--- src/rtl/sq_pkg.sv ---
// Package: shared types of the store queue.
// Assumes: nothing; holds only the lookup result encoding.
package sq_pkg;
    typedef enum logic [1:0] {
        LK_MISS     = 2'd0,
        LK_FWD      = 2'd1,
        LK_CONFLICT = 2'd2
    } lk_kind_e;
endpackage

--- src/rtl/sq_overlap.sv ---
// Module: sq_overlap
// Compares one load byte range with one store byte range.
// Reports containment (load inside store) and any overlap at all.
// Assumes: sizes are byte counts; a store with size 0 or the uncacheable
// mark counts as absent and never matches.
module sq_overlap #(
    parameter int ADDR_W = 16,
    parameter int SIZE_W = 5
) (
    input  logic [ADDR_W-1:0] ld_addr,
    input  logic [SIZE_W-1:0] ld_size,
    input  logic [ADDR_W-1:0] st_addr,
    input  logic [SIZE_W-1:0] st_size,
    input  logic              st_unc,
    output logic              contain,
    output logic              touch
);
    localparam int EXT_W = ADDR_W + 1;

    logic [EXT_W-1:0] ld_lo, ld_hi, st_lo, st_hi;
    logic             usable;

    // Range ends with one spare bit so that a sum never wraps.
    always_comb begin
        ld_lo  = {1'b0, ld_addr};
        st_lo  = {1'b0, st_addr};
        ld_hi  = ld_lo + EXT_W'(ld_size);
        st_hi  = st_lo + EXT_W'(st_size);
        usable = (st_size != '0) && !st_unc;
    end

    // Containment and overlap tests for this slot.
    always_comb begin
        contain = usable && (ld_lo >= st_lo) && (ld_hi <= st_hi);
        touch   = usable && (ld_lo < st_hi) && (ld_hi > st_lo);
    end
endmodule

--- src/rtl/sq_ptr_ctrl.sv ---
// Module: sq_ptr_ctrl
// Keeps the three circular pointers of the store queue: head (oldest
// held store), writeback pointer (next store to send) and tail (next free slot).
// Assumes: ENTRIES is a power of two; one slot stays empty as sentinel;
// callers only ack when a sent store exists and only send below tail.
module sq_ptr_ctrl #(
    parameter int ENTRIES = 8
) (
    input  logic                         clk,
    input  logic                         rst_n,
    input  logic                         alloc_fire,
    input  logic                         send_fire,
    input  logic                         ack_fire,
    input  logic                         squash_valid,
    input  logic [$clog2(ENTRIES)-1:0]   keep_cnt,
    output logic [$clog2(ENTRIES)-1:0]   head,
    output logic [$clog2(ENTRIES)-1:0]   wb_ptr,
    output logic [$clog2(ENTRIES)-1:0]   tail,
    output logic [$clog2(ENTRIES)-1:0]   count,
    output logic                         full
);
    localparam int IDX_W = $clog2(ENTRIES);
    localparam logic [IDX_W-1:0] CAP = IDX_W'(ENTRIES - 1);

    logic [IDX_W-1:0] head_q, wb_q, tail_q;

    // Pointer advance; a squash rebuilds the tail from the head.
    always_ff @(posedge clk) begin
        if (!rst_n) begin
            head_q <= '0;
            wb_q   <= '0;
            tail_q <= '0;
        end else begin
            if (ack_fire)  head_q <= head_q + IDX_W'(1);
            if (send_fire) wb_q   <= wb_q + IDX_W'(1);
            if (squash_valid)    tail_q <= head_q + keep_cnt;
            else if (alloc_fire) tail_q <= tail_q + IDX_W'(1);
        end
    end

    // Occupancy and full flag from the pointer distance.
    always_comb begin
        head   = head_q;
        wb_ptr = wb_q;
        tail   = tail_q;
        count  = tail_q - head_q;
        full   = (count == CAP);
    end

    // an accepted allocation with no squash or ack grows the count by one.
    a_r2_alloc_grows: assert property (@(posedge clk) disable iff (!rst_n)
        (alloc_fire && !squash_valid && !ack_fire) |=> (count == $past(count) + IDX_W'(1)));

    // without an acknowledge the occupancy never drops except by squash.
    a_r11_release_on_ack: assert property (@(posedge clk) disable iff (!rst_n)
        (!ack_fire && !squash_valid) |=> (count >= $past(count)));

    // a squash never grows the queue.
    a_r12_squash_shrinks: assert property (@(posedge clk) disable iff (!rst_n)
        (squash_valid && !ack_fire) |=> (count <= $past(count)));

    // the writeback pointer stays between head and tail.
    a_r9_wb_in_window: assert property (@(posedge clk) disable iff (!rst_n)
        ((wb_q - head_q) <= count));
endmodule

--- src/rtl/sq_fwd_pick.sv ---
// Module: sq_fwd_pick
// Walks the scan window from the load's dispatch index toward older slots,
// stops at the writeback pointer, takes the first slot that overlaps the
// load, and registers the kind and the aligned data one cycle later.
// Assumes: per-slot containment and overlap come from sq_overlap; store
// sizes are powers of two so the offset mask picks the right bytes.
module sq_fwd_pick
    import sq_pkg::*;
#(
    parameter int ENTRIES    = 8,
    parameter int ADDR_W     = 16,
    parameter int DATA_BYTES = 16
) (
    input  logic                              clk,
    input  logic                              rst_n,
    input  logic                              lk_valid,
    input  logic [$clog2(ENTRIES)-1:0]        lk_sq_idx,
    input  logic [ADDR_W-1:0]                 lk_addr,
    input  logic [$clog2(DATA_BYTES):0]       lk_size,
    input  logic [$clog2(ENTRIES)-1:0]        wb_ptr,
    input  logic                              hit_full [ENTRIES],
    input  logic                              hit_any  [ENTRIES],
    input  logic [$clog2(DATA_BYTES):0]       st_size  [ENTRIES],
    input  logic [8*DATA_BYTES-1:0]           st_data  [ENTRIES],
    output logic                              rsp_valid,
    output lk_kind_e                          rsp_kind,
    output logic [8*DATA_BYTES-1:0]           rsp_data
);
    localparam int IDX_W  = $clog2(ENTRIES);
    localparam int OFF_W  = $clog2(DATA_BYTES);
    localparam int SIZE_W = OFF_W + 1;
    localparam int DATA_W = 8 * DATA_BYTES;

    logic [IDX_W-1:0]  win_len;
    logic [IDX_W-1:0]  sel_idx;
    logic              sel_found;
    lk_kind_e          sel_kind;
    logic [OFF_W-1:0]  sel_off;
    logic [DATA_W-1:0] shifted;
    logic [DATA_W-1:0] masked;

    // Youngest-first priority scan over the live window.
    always_comb begin
        win_len   = lk_sq_idx - wb_ptr;
        sel_idx   = '0;
        sel_found = 1'b0;
        sel_kind  = LK_MISS;
        for (int d = 0; d < ENTRIES; d++) begin
            logic [IDX_W-1:0] pos;
            pos = lk_sq_idx - IDX_W'(1) - IDX_W'(d);
            if (!sel_found && (IDX_W'(d) < win_len) && hit_any[pos]) begin
                sel_found = 1'b1;
                sel_idx   = pos;
                sel_kind  = hit_full[pos] ? LK_FWD : LK_CONFLICT;
            end
        end
    end

    // Shift the chosen store's bytes by the masked offset and trim to load size.
    always_comb begin
        logic [SIZE_W-1:0] sz_m1;
        sz_m1   = st_size[sel_idx] - SIZE_W'(1);
        sel_off = lk_addr[OFF_W-1:0] & sz_m1[OFF_W-1:0];
        shifted = st_data[sel_idx] >> {sel_off, 3'b000};
        masked  = '0;
        for (int b = 0; b < DATA_BYTES; b++) begin
            if (SIZE_W'(b) < lk_size) masked[8*b +: 8] = shifted[8*b +: 8];
        end
    end

    // Result register: one cycle from question to answer.
    always_ff @(posedge clk) begin
        if (!rst_n) begin
            rsp_valid <= 1'b0;
            rsp_kind  <= LK_MISS;
            rsp_data  <= '0;
        end else begin
            rsp_valid <= lk_valid;
            rsp_kind  <= sel_kind;
            rsp_data  <= (sel_kind == LK_FWD) ? masked : '0;
        end
    end

    // an answer follows every lookup, one cycle later.
    a_r3_rsp_follows: assert property (@(posedge clk) disable iff (!rst_n)
        lk_valid |=> rsp_valid);

    // no answer appears without a lookup the cycle before.
    a_r3_no_spurious: assert property (@(posedge clk) disable iff (!rst_n)
        !lk_valid |=> !rsp_valid);

    // only a forward carries data.
    a_r5_no_data_unless_fwd: assert property (@(posedge clk) disable iff (!rst_n)
        (rsp_valid && rsp_kind != LK_FWD) |-> (rsp_data == '0));
endmodule

--- src/rtl/store_fwd_queue.sv ---
// Module: store_fwd_queue (top)
// Circular store queue with in-order drain and load forwarding.
// Holds per-slot sequence, address, size, data, uncacheable,
// drain-ready and sent marks. Per-slot comparators feed a youngest-first
// picker, and pointer control handles allocation, send, release and squash.
// Assumes: ENTRIES is a power of two; sequence numbers grow in program order
// without wrap inside the window; squash never reaches a committed store.
module store_fwd_queue
    import sq_pkg::*;
#(
    parameter int ENTRIES    = 8,
    parameter int SEQ_W      = 8,
    parameter int ADDR_W     = 16,
    parameter int DATA_BYTES = 16
) (
    input  logic                              clk,
    input  logic                              rst_n,
    input  logic                              alloc_valid,
    input  logic [SEQ_W-1:0]                  alloc_seq,
    output logic                              alloc_ready,
    output logic [$clog2(ENTRIES)-1:0]        alloc_idx,
    input  logic                              wr_valid,
    input  logic [$clog2(ENTRIES)-1:0]        wr_idx,
    input  logic [ADDR_W-1:0]                 wr_addr,
    input  logic [$clog2(DATA_BYTES):0]       wr_size,
    input  logic                              wr_uncache,
    input  logic [8*DATA_BYTES-1:0]           wr_data,
    input  logic                              commit_valid,
    input  logic [SEQ_W-1:0]                  commit_seq,
    input  logic                              squash_valid,
    input  logic [SEQ_W-1:0]                  squash_seq,
    input  logic                              lk_valid,
    input  logic [$clog2(ENTRIES)-1:0]        lk_sq_idx,
    input  logic [ADDR_W-1:0]                 lk_addr,
    input  logic [$clog2(DATA_BYTES):0]       lk_size,
    output logic                              rsp_valid,
    output logic [1:0]                        rsp_kind,
    output logic [8*DATA_BYTES-1:0]           rsp_data,
    output logic                              wb_valid,
    input  logic                              wb_ready,
    output logic [ADDR_W-1:0]                 wb_addr,
    output logic [$clog2(DATA_BYTES):0]       wb_size,
    output logic [8*DATA_BYTES-1:0]           wb_data,
    input  logic                              wb_ack
);
    localparam int IDX_W  = $clog2(ENTRIES);
    localparam int SIZE_W = $clog2(DATA_BYTES) + 1;
    localparam int DATA_W = 8 * DATA_BYTES;

    // Slot storage.
    logic [SEQ_W-1:0]  seq_q   [ENTRIES];
    logic [ADDR_W-1:0] addr_q  [ENTRIES];
    logic [SIZE_W-1:0] size_q  [ENTRIES];
    logic [DATA_W-1:0] data_q  [ENTRIES];
    logic              unc_q   [ENTRIES];
    logic              ready_q [ENTRIES];
    logic              sent_q  [ENTRIES];

    logic [IDX_W-1:0] head, wb_ptr, tail, count, keep_cnt;
    logic             full, alloc_fire, send_fire, ack_fire;
    logic             held     [ENTRIES];
    logic             hit_full [ENTRIES];
    logic             hit_any  [ENTRIES];
    lk_kind_e         kind_w;

    // Handshake qualifiers at the block edge.
    always_comb begin
        alloc_ready = !full;
        alloc_idx   = tail;
        alloc_fire  = alloc_valid && !full && !squash_valid;
        wb_valid    = (wb_ptr != tail) && ready_q[wb_ptr] && !sent_q[wb_ptr];
        wb_addr     = addr_q[wb_ptr];
        wb_size     = size_q[wb_ptr];
        wb_data     = data_q[wb_ptr];
        send_fire   = wb_valid && wb_ready;
        ack_fire    = wb_ack && (head != wb_ptr);
        rsp_kind    = kind_w;
    end

    // Which slots hold a store, and how many survive a squash.
    always_comb begin
        keep_cnt = '0;
        for (int i = 0; i < ENTRIES; i++) begin
            held[i] = ((IDX_W'(i) - head) < count);
            if (held[i] && (seq_q[i] <= squash_seq)) keep_cnt = keep_cnt + IDX_W'(1);
        end
    end

    // Slot field updates: allocate, fill, commit mark, sent mark.
    always_ff @(posedge clk) begin
        if (!rst_n) begin
            for (int i = 0; i < ENTRIES; i++) begin
                seq_q[i]   <= '0;
                addr_q[i]  <= '0;
                size_q[i]  <= '0;
                data_q[i]  <= '0;
                unc_q[i]   <= 1'b0;
                ready_q[i] <= 1'b0;
                sent_q[i]  <= 1'b0;
            end
        end else begin
            for (int i = 0; i < ENTRIES; i++) begin
                if (alloc_fire && (tail == IDX_W'(i))) begin
                    seq_q[i]   <= alloc_seq;
                    size_q[i]  <= '0;
                    unc_q[i]   <= 1'b0;
                    ready_q[i] <= 1'b0;
                    sent_q[i]  <= 1'b0;
                end
                if (wr_valid && (wr_idx == IDX_W'(i))) begin
                    addr_q[i] <= wr_addr;
                    size_q[i] <= wr_size;
                    unc_q[i]  <= wr_uncache;
                    data_q[i] <= wr_data;
                end
                if (commit_valid && held[i] && (seq_q[i] <= commit_seq)) ready_q[i] <= 1'b1;
                if (send_fire && (wb_ptr == IDX_W'(i))) sent_q[i] <= 1'b1;
            end
        end
    end

    // Pointer control.
    sq_ptr_ctrl #(.ENTRIES(ENTRIES)) u_ptr (
        .clk          (clk),
        .rst_n        (rst_n),
        .alloc_fire   (alloc_fire),
        .send_fire    (send_fire),
        .ack_fire     (ack_fire),
        .squash_valid (squash_valid),
        .keep_cnt     (keep_cnt),
        .head         (head),
        .wb_ptr       (wb_ptr),
        .tail         (tail),
        .count        (count),
        .full         (full)
    );

    // One range comparator per slot.
    for (genvar g = 0; g < ENTRIES; g++) begin : g_cmp
        sq_overlap #(.ADDR_W(ADDR_W), .SIZE_W(SIZE_W)) u_cmp (
            .ld_addr (lk_addr),
            .ld_size (lk_size),
            .st_addr (addr_q[g]),
            .st_size (size_q[g]),
            .st_unc  (unc_q[g]),
            .contain (hit_full[g]),
            .touch   (hit_any[g])
        );
    end

    // Youngest-first selection and registered answer.
    sq_fwd_pick #(.ENTRIES(ENTRIES), .ADDR_W(ADDR_W), .DATA_BYTES(DATA_BYTES)) u_pick (
        .clk       (clk),
        .rst_n     (rst_n),
        .lk_valid  (lk_valid),
        .lk_sq_idx (lk_sq_idx),
        .lk_addr   (lk_addr),
        .lk_size   (lk_size),
        .wb_ptr    (wb_ptr),
        .hit_full  (hit_full),
        .hit_any   (hit_any),
        .st_size   (size_q),
        .st_data   (data_q),
        .rsp_valid (rsp_valid),
        .rsp_kind  (kind_w),
        .rsp_data  (rsp_data)
    );

    // a stalled offer holds with the same store.
    a_r10_offer_holds: assert property (@(posedge clk) disable iff (!rst_n)
        (wb_valid && !wb_ready && !wb_ack) |=> (wb_valid && $stable(wb_addr) && $stable(wb_data)));

    // a full queue refuses allocation and keeps its tail.
    a_r2_full_keeps_tail: assert property (@(posedge clk) disable iff (!rst_n)
        (!alloc_ready && !squash_valid) |=> $stable(alloc_idx));

    // an acknowledge only arrives for a store already sent.
    a_r11_ack_after_send: assert property (@(posedge clk) disable iff (!rst_n)
        wb_ack |-> (head != wb_ptr));
endmodule

--- config.mk ---
export PLATFORM = sky130hd
export DESIGN_NAME = store_fwd_queue
export DESIGN_NICKNAME = d
export VERILOG_FILES = /design/src/rtl/sq_pkg.sv /design/src/rtl/sq_overlap.sv /design/src/rtl/sq_ptr_ctrl.sv /design/src/rtl/sq_fwd_pick.sv /design/src/rtl/store_fwd_queue.sv
export SDC_FILE = /design/constraint.sdc
export NUM_CORES = 2
export LEC_CHECK = 0
export BUFFER_PORTS_ARGS = -buffer_cell sky130_fd_sc_hd__buf_2
export CORE_MARGIN = 2
export CORE_UTILIZATION = 45
export CTS_CLUSTER_DIAMETER = 40
export DETAILED_ROUTE_END_ITERATION = 8
export PLACE_DENSITY = 0.63
export SYNTH_ARGS = -nofsm -noshare
export SYNTH_HDL_FRONTEND = slang
export SYNTH_SLANG_ARGS = --single-unit
export TNS_END_PERCENT = 50
--- constraint.sdc ---
create_clock -name clk -period 11.77 [get_ports clk]
set_input_delay 2.354 -clock clk [delete_from_list [all_inputs] [get_ports clk]]
set_output_delay 2.354 -clock clk [all_outputs]
set_load 0.005 [all_outputs]
* Yosys cells after proc, flatten, opt, wreduce, memory -nomap -nowiden
Memory sizes are Yosys's and may differ from the RTL's. A register that Yosys moved wholly into a read port is not among the register bits.
Index checks and enable logic that the tools add are counted.
** Word-level totals
- Logic and storage cells :: 719
- Bits in writable memories :: 216
- Memories :: 5
- Bits of input ports :: 210
- Flip-flop bits (word level) :: 1204
** Memory list
- addr_q :: words 8, width 16, read ports 9, clocked after memory_dff 1, write ports 8, RTL line store_fwd_queue.sv:52 : logic [ADDR_W-1:0] addr_q [ENTRIES];
- seq_q :: words 8, width 8, read ports 8, clocked after memory_dff 0, write ports 8, RTL line store_fwd_queue.sv:51 : logic [SEQ_W-1:0] seq_q [ENTRIES];
- ready_q :: words 8, width 1, read ports 1, clocked after memory_dff 1, write ports 8, RTL line store_fwd_queue.sv:56 : logic ready_q [ENTRIES];
- sent_q :: words 8, width 1, read ports 1, clocked after memory_dff 1, write ports 8, RTL line store_fwd_queue.sv:57 : logic sent_q [ENTRIES];
- unc_q :: words 8, width 1, read ports 8, clocked after memory_dff 0, write ports 8, RTL line store_fwd_queue.sv:55 : logic unc_q [ENTRIES];
** Cells by class
- Bitwise gates (word level) :: 75
- Shift operators :: 1
- Magnitude comparators :: 90
- Multiplexer cells :: 284
- Reduce and logical (&&, ||, !) cells :: 163
- Eq/ne operators :: 25
- $add $sub $neg :: 39
** Operator list (number)
- 128-bit binary-select mux with 3-bit select :: 2
- 128-bit 2-to-1 mux :: 4
- 1-bit 2-to-1 mux :: 185
- 16-bit by 5-bit adder with 17-bit output :: 9
- 17-bit by 16-bit > comparator with 1-bit output :: 8
- 17-bit less-or-equal comparator :: 8
- 16-bit by 17-bit less-than comparator with 1-bit output :: 8
- 16-bit greater-or-equal comparator :: 8
- 8-bit less-or-equal comparator :: 16
- 16-bit 2-to-1 mux :: 8
- 128-bit by 7-bit right shift with 128-bit output :: 1
- 1-bit logical AND :: 109
- 5-bit 2-to-1 mux :: 18
- 3-bit 2-to-1 mux :: 23
- 8-bit 2-to-1 mux :: 8
- 1-bit OR :: 64
- 1-bit binary-select mux with 3-bit select :: 16
- 3-bit AND reduction :: 16
- 4-bit greater-or-equal comparator (second input constant) :: 10
- 4-bit by 5-bit less-than comparator with 1-bit output (first input constant) :: 8
- 3-bit inverter with 4-bit output :: 10
- 5-bit nonzero test :: 8
- 3-bit equality test (second input constant) :: 13
- 2-bit 2-to-1 mux :: 16
- other kinds (27) :: 101

* Longest topological paths before layout
An unclocked memory read counts as a cell.
- Depth in word-level cells :: 45
- Mapped depth :: 41

* Modules after synthesis
Synthesis repeated with hierarchy kept, for this count alone.
** Second synthesis, totals
- Cell total of the unflattened synthesis :: 11034
- Area, all modules :: 97011.8 µm²
** By module, submodules not included
- store_fwd_queue :: times used 1, cells an instance 5745, seq. area each 27676.5 µm², area an instance 56225.2 µm²
- sq_fwd_pick :: times used 1, cells an instance 2831, seq. area each 2622.5 µm², area an instance 21453.1 µm²
- sq_overlap (g_cmp[0].u_cmp ...) :: times used 6, cells an instance 302, seq. area each 0.0 µm², area an instance 2364.8 µm²
- sq_overlap (g_cmp[1].u_cmp) :: times used 1, cells an instance 309, seq. area each 0.0 µm², area an instance 2352.3 µm²
- sq_overlap (g_cmp[2].u_cmp) :: times used 1, cells an instance 287, seq. area each 0.0 µm², area an instance 2273.4 µm²
- sq_ptr_ctrl :: times used 1, cells an instance 50, seq. area each 180.2 µm², area an instance 519.2 µm²

* Worst setup path before layout
No wires, ideal clock.
- Kind :: input port to flip-flop
- From :: input lk_addr[0]
- To :: register u_pick.rsp_data[29]
- Required time :: 11.691 ns
- Data arrival time :: 10.274 ns
- Stages on the path :: 37
- Path slack :: 1.417 ns
- Buffers on the path :: 7
- Cell sequence :: ha_1 inv_1 fa_1 nor2b_1 o31a_1 or2_2 and2_1 nand3_1 xnor2_1 ha_1 nand4_1 or4_1 nand2_1 nand2_1 a22oi_1 a21oi_1 a221oi_2 a211oi_1 or2_1 buf_2 and4_4 or4_1 buf_4 nor2_8 buf_6 nand2_1 a32oi_1 nand2_1 ha_1 nand2b_1 clkbuf_1 buf_1 clkbuf_1 clkbuf_1 mux2i_1 mux2i_1 o22ai_1
** On the way
- Word-level cells in the longest chain between the ends :: 43
** RTL lines
- from (decl) :: RTL line store_fwd_queue.sv:34 : input logic [ADDR_W-1:0] lk_addr,
- 16-bit by 5-bit adder with 17-bit output or 16-bit by 17-bit less-than comparator with 1-bit output (tied branches) :: RTL line sq_overlap.sv:27, sq_overlap.sv:35
- 17-bit by 16-bit > comparator with 1-bit output or 1-bit logical AND (tied branches) :: RTL line sq_overlap.sv:35 : touch = usable && (ld_lo < st_hi) && (ld_hi > st_lo);
- 1-bit logical AND :: RTL line sq_overlap.sv:35
- 1-bit binary-select mux with 3-bit select :: RTL line sq_fwd_pick.sv:51 : if (!sel_found && (IDX_W'(d) < win_len) && hit_any[pos]) begin
- 1-bit 2-to-1 mux (implied by the code) (2 in series) :: RTL line sq_fwd_pick.sv:51
- 1-bit logical AND :: RTL line sq_fwd_pick.sv:51
- 1-bit 2-to-1 mux :: RTL line sq_fwd_pick.sv:51
- 1-bit logical NOT :: RTL line sq_fwd_pick.sv:51
- [24 not listed]
- 1-bit logical AND (2 in series) :: RTL line sq_fwd_pick.sv:51
- 3-bit 2-to-1 mux :: RTL line sq_fwd_pick.sv:51
- 3-bit inverter with 4-bit output (implied by the code) :: RTL line sq_fwd_pick.sv:62, sq_fwd_pick.sv:64
- 5-bit binary-select mux with 3-bit select :: RTL line sq_fwd_pick.sv:62 : sz_m1 = st_size[sel_idx] - SIZE_W'(1);
- 4-bit 2-to-1 mux (implied by the code) (2 in series) :: RTL line sq_fwd_pick.sv:62
- 4-bit by 1-bit subtractor with 4-bit output :: RTL line sq_fwd_pick.sv:62
- 4-bit AND :: RTL line sq_fwd_pick.sv:63 : sel_off = lk_addr[OFF_W-1:0] & sz_m1[OFF_W-1:0];
- 128-bit by 7-bit right shift with 128-bit output :: RTL line sq_fwd_pick.sv:64 : shifted = st_data[sel_idx] >> {sel_off, 3'b000};
- to (signal assigned) :: RTL line sq_fwd_pick.sv:80 : rsp_data <= (sel_kind == LK_FWD) ? masked : '0;
- to (decl) :: RTL line sq_fwd_pick.sv:27 : output logic [8*DATA_BYTES-1:0] rsp_data
Several ways; a longest one is shown, not always the timed one. The select of a mux whose other input is x is not followed.
A chain may end at the register's enable or synchronous reset.

* Worst setup path in the final report
- From :: input lk_size[2]
- To :: register u_pick.rsp_data[23]
** On the way
- Word-level cells in the longest chain between the ends :: 43
** RTL lines
- from (decl) :: RTL line store_fwd_queue.sv:35 : input logic [$clog2(DATA_BYTES):0] lk_size,
- 16-bit by 5-bit adder with 17-bit output :: RTL line sq_overlap.sv:27 : ld_hi = ld_lo + EXT_W'(ld_size);
- 17-bit by 16-bit > comparator with 1-bit output :: RTL line sq_overlap.sv:35
- 1-bit logical AND :: RTL line sq_overlap.sv:35
- 1-bit binary-select mux with 3-bit select :: RTL line sq_fwd_pick.sv:51
- 1-bit 2-to-1 mux (implied by the code) (2 in series) :: RTL line sq_fwd_pick.sv:51
- 1-bit logical AND :: RTL line sq_fwd_pick.sv:51
- 1-bit 2-to-1 mux :: RTL line sq_fwd_pick.sv:51
- 1-bit logical NOT :: RTL line sq_fwd_pick.sv:51
- [24 not listed]
- 1-bit logical AND (2 in series) :: RTL line sq_fwd_pick.sv:51
- 3-bit 2-to-1 mux :: RTL line sq_fwd_pick.sv:51
- 3-bit inverter with 4-bit output (implied by the code) :: RTL line sq_fwd_pick.sv:62, sq_fwd_pick.sv:64
- 5-bit binary-select mux with 3-bit select :: RTL line sq_fwd_pick.sv:62
- 4-bit 2-to-1 mux (implied by the code) (2 in series) :: RTL line sq_fwd_pick.sv:62
- 4-bit by 1-bit subtractor with 4-bit output :: RTL line sq_fwd_pick.sv:62
- 4-bit AND :: RTL line sq_fwd_pick.sv:63
- 128-bit by 7-bit right shift with 128-bit output :: RTL line sq_fwd_pick.sv:64
Several ways; a longest one is shown, not always the timed one. The select of a mux whose other input is x is not followed.

==> impl_metrics.tcl <==
set metrics [dict create \
    synth_ff_type "dfxtp_1" \
    core_area_um2 208900 \
    antenna_found_initial 72 \
    finalSetupTns_ns 0 \
    worstSetupPathType "in -> reg" \
    synth_mux_area_share_pct 14.29 \
    placed_cell_area_um2 99330 \
    gp_congestion 1.051 \
    hpwl_mm 307.6 \
    drv_cap 0 \
    start_util_pct 45.15 \
    vias 89140 \
    ys_seq_elements 1423 \
    synthCells 10940 \
    routed_wirelength_mm 437.0 \
    wl_per_cell_um 30.80 \
    arrival_ns 11.83 \
    rsz0062_at_grt "no" \
    numCtsBuffers 230 \
    ios 495 \
    synth-simple-area-share_pct 19.08 \
    die_y_um 461.9 \
    clockBufferDepth 3 \
    finalPower_w 0.01841 \
    cts_max_level 4 \
    drc 0 \
    grt_pass1_vias 85070 \
    ctsHoldBuffers 0 \
    crit_fanout 132 \
    hp-class "reg -> reg" \
    hold_violations 0 \
    setup_viol 0 \
    cp-start-kind "primary input" \
    viasPerCell 6.282 \
    async_reset_ff_share_pct 0 \
    cts_num_sinks 1423 \
    track_usage_pct 39.76 \
    dr.pass1.iters 8 \
    fmax_mhz 90.89 \
    fin_area_um2 107800 \
    finalCritPeriodShare_pct 93.48 \
    clk_transition_reported_paths_ns 0.06 \
    numPortBuffers 494 \
    slew_viol_final 0 \
    dieArea_um2 213300 \
    grt_max_degree 271 \
    yosys_warnings 0 \
    yosys.area_share.adder_pct 9.724 \
    avgSynthCellArea_um2 8.624 \
    rows 168 \
    final_common_cell "nand2_1" \
    cts_tree "yes" \
    synth-seq-area-share_pct 32.37 \
    syn_nets 11870 \
    worstPathRequired_ns 12.60 \
    synth_compound_area_share_pct 17.88 \
    ant_nets 0 \
    synth_xor_area_share_pct 1.485 \
    synth_top_family_by_area "simple AND/OR/NAND/NOR gates" \
    clock_latency_ns 0.93 \
    grt_pass1_wl_mm 616.1 \
    crit_slowest_cell "xnor2_2" \
    nets 12070 \
    ir_drop_mv 0.1776 \
    setup_ws_ns 0.7677 \
    synth_cell_type_count 103 \
    power_leakage_nw 42.08 \
    postCtsSetupBuffers 0 \
    slew_headroom_pct 2.094 \
    drive_above_1_share_pct 15.86 \
    post-place-ws_ns -0.006647 \
    p_per_area_nw_per_um2 170.8 \
    worst_setup_path_end_kind "flop" \
    hold_ws_ns 0.4669 \
    synth_edf_count 205 \
    skew_ns 0.1084 \
    synth_area_um2 94340 \
    cts_root_buffer "clkbuf_16" \
    die_w_um 461.9 \
    period_minus_slack_ns 11.00 \
    worst_slew_pin_slew_ns 1.428 \
    synthToLayoutAreaGrowth_pct 14.25 \
    grt.overflow.total 0 \
    max_stage_delay_ns 0.75 \
    cts.repair.resized 0 \
    outcome "finished clean" \
    final_cell_mix "nand2_1, dfxtp_1, a21boi_0" \
    drt_iter0_drc 10420 \
]
## per-stage QoR
stage          utilization (%)  std cells
2_1_floorplan                -      10940
3_3_place_gp             47.54      13710
3_5_place_dp             47.54      13710
4_1_cts                  51.53      14140
5_1_grt                  51.55      14160
6_report                 51.59      14190
## final cells by class
type / count / area [µm²]
fillers: 19380 / 101200
multi-input cells: 8413 / 59170
flip-flops and latches: 1423 / 30550
clock buffers: 267 / 6117
repair buffers: 799 / 5085
well taps: 2805 / 3510
clock inverters: 170 / 2223
inverters: 267 / 1007
diodes: 45 / 112.6
## state kept, by name (all words and copies together), names as in the netlist, named ones only
| register | flops |
|---|---|
| seq_q | 64 |
| addr_q | 128 |
| u_ptr.tail | 3 |
| u_pick.rsp_kind | 2 |
| u_pick.rsp_valid | 1 |
| u_ptr.wb_ptr | 3 |
| u_ptr.head | 3 |
| u_pick.rsp_data | 128 |
| sent_q | 8 |
| unc_q | 8 |
| ready_q | 8 |
| size_q | 40 |
| data_q | 1024 |
## critical path: cells and delay by family
| kind | cells | cell delay (ns) |
|---|---|---|
| and+or+nand+nor | 12 | 3.71 |
| AOI/OAI and AO/OA | 11 | 2.54 |
| buffers and inverters | 4 | 1.44 |
| xor gates and xnor gates | 1 | 0.75 |
| adders and majority gates | 2 | 0.69 |
| muxes | 1 | 0.21 |
## cells in the mapped netlist, drive strengths merged, types with 31 or more instances
| library cell | n | share of area (%) |
|---|---|---|
| ha | 710 | 9.4 |
| xnor2 | 135 | 1.3 |
| nand4 | 109 | 0.73 |
| nor2 | 446 | 1.8 |
| a21oi | 264 | 1.4 |
| mux4 | 378 | 9.0 |
| a211oi | 47 | 0.38 |
| mux2i | 379 | 4.0 |
| o211ai | 81 | 0.66 |
| a21o | 174 | 1.4 |
| inv | 267 | 1.1 |
| nor2b | 61 | 0.40 |
| and3 | 51 | 0.34 |
| dfxtp | 1218 | 26 |
| nand2 | 3039 | 12 |
| nor3 | 56 | 0.33 |
| nand3 | 330 | 1.8 |
| edfxtp | 205 | 6.5 |
| nand2b | 59 | 0.39 |
| mux2 | 104 | 1.2 |
| o21ai | 234 | 1.2 |
| buf | 312 | 2.0 |
| o21a | 77 | 0.61 |
| a221oi | 31 | 0.29 |
| clkbuf | 524 | 2.1 |
| o22ai | 51 | 0.34 |
| a21boi | 1078 | 8.6 |
## path summary, 6_finish.rpt
check	cells past startpoint	slack (ns)	startpoint	end
worst min-delay path	2	0.47	data_q[859]$_SDFFE_PN0P_	data_q[859]$_SDFFE_PN0P_
worst max register to register	31	1.40	addr_q[3][0]$_SDFFCE_PN0P_	u_pick.rsp_data[23]$_SDFF_PN0_
worst max-delay path	31	0.77	lk_size[2]	u_pick.rsp_data[23]$_SDFF_PN0_
worst min register to register	2	0.47	data_q[859]$_SDFFE_PN0P_	data_q[859]$_SDFFE_PN0P_
## power by group
| group | internal, W | switching (W) | leakage, nW |
|---|---|---|---|
| registers | 0.00513 | 0.000251 | 11.9 |
| logic | 0.00193 | 0.00385 | 26.2 |
| clock network | 0.00444 | 0.00281 | 4.01 |
| total | 0.0115 | 0.00691 | 42.1 |
## metal layers
| metal | part of all wire (%) | vias to the layer above | global-route usage, % |
|---|---|---|---|
| met5 | 0.078 | - | 0 |
| met4 | 8.9 | 52 | 30.41 |
| met3 | 8.9 | 1316 | 8.062 |
| met2 | 45 | 5011 | 62.37 |
| met1 | 37 | 43660 | 47.93 |
| li1 | - | 39100 | - |
## cell families (layout without fill, tap and decap cells)
logic type,Yosys count,in the layout
XOR/XNOR,160,160
adder cells (fa/ha/maj),727,727
AND/OR/NAND/NOR,4309,4309
other,0,45
buffers and inverters,1103,1503
AO/OA/AOI/OAI,2356,2356
multiplexers,861,861
flip-flops,1423,1423
Power figures use the tool's default switching activity.
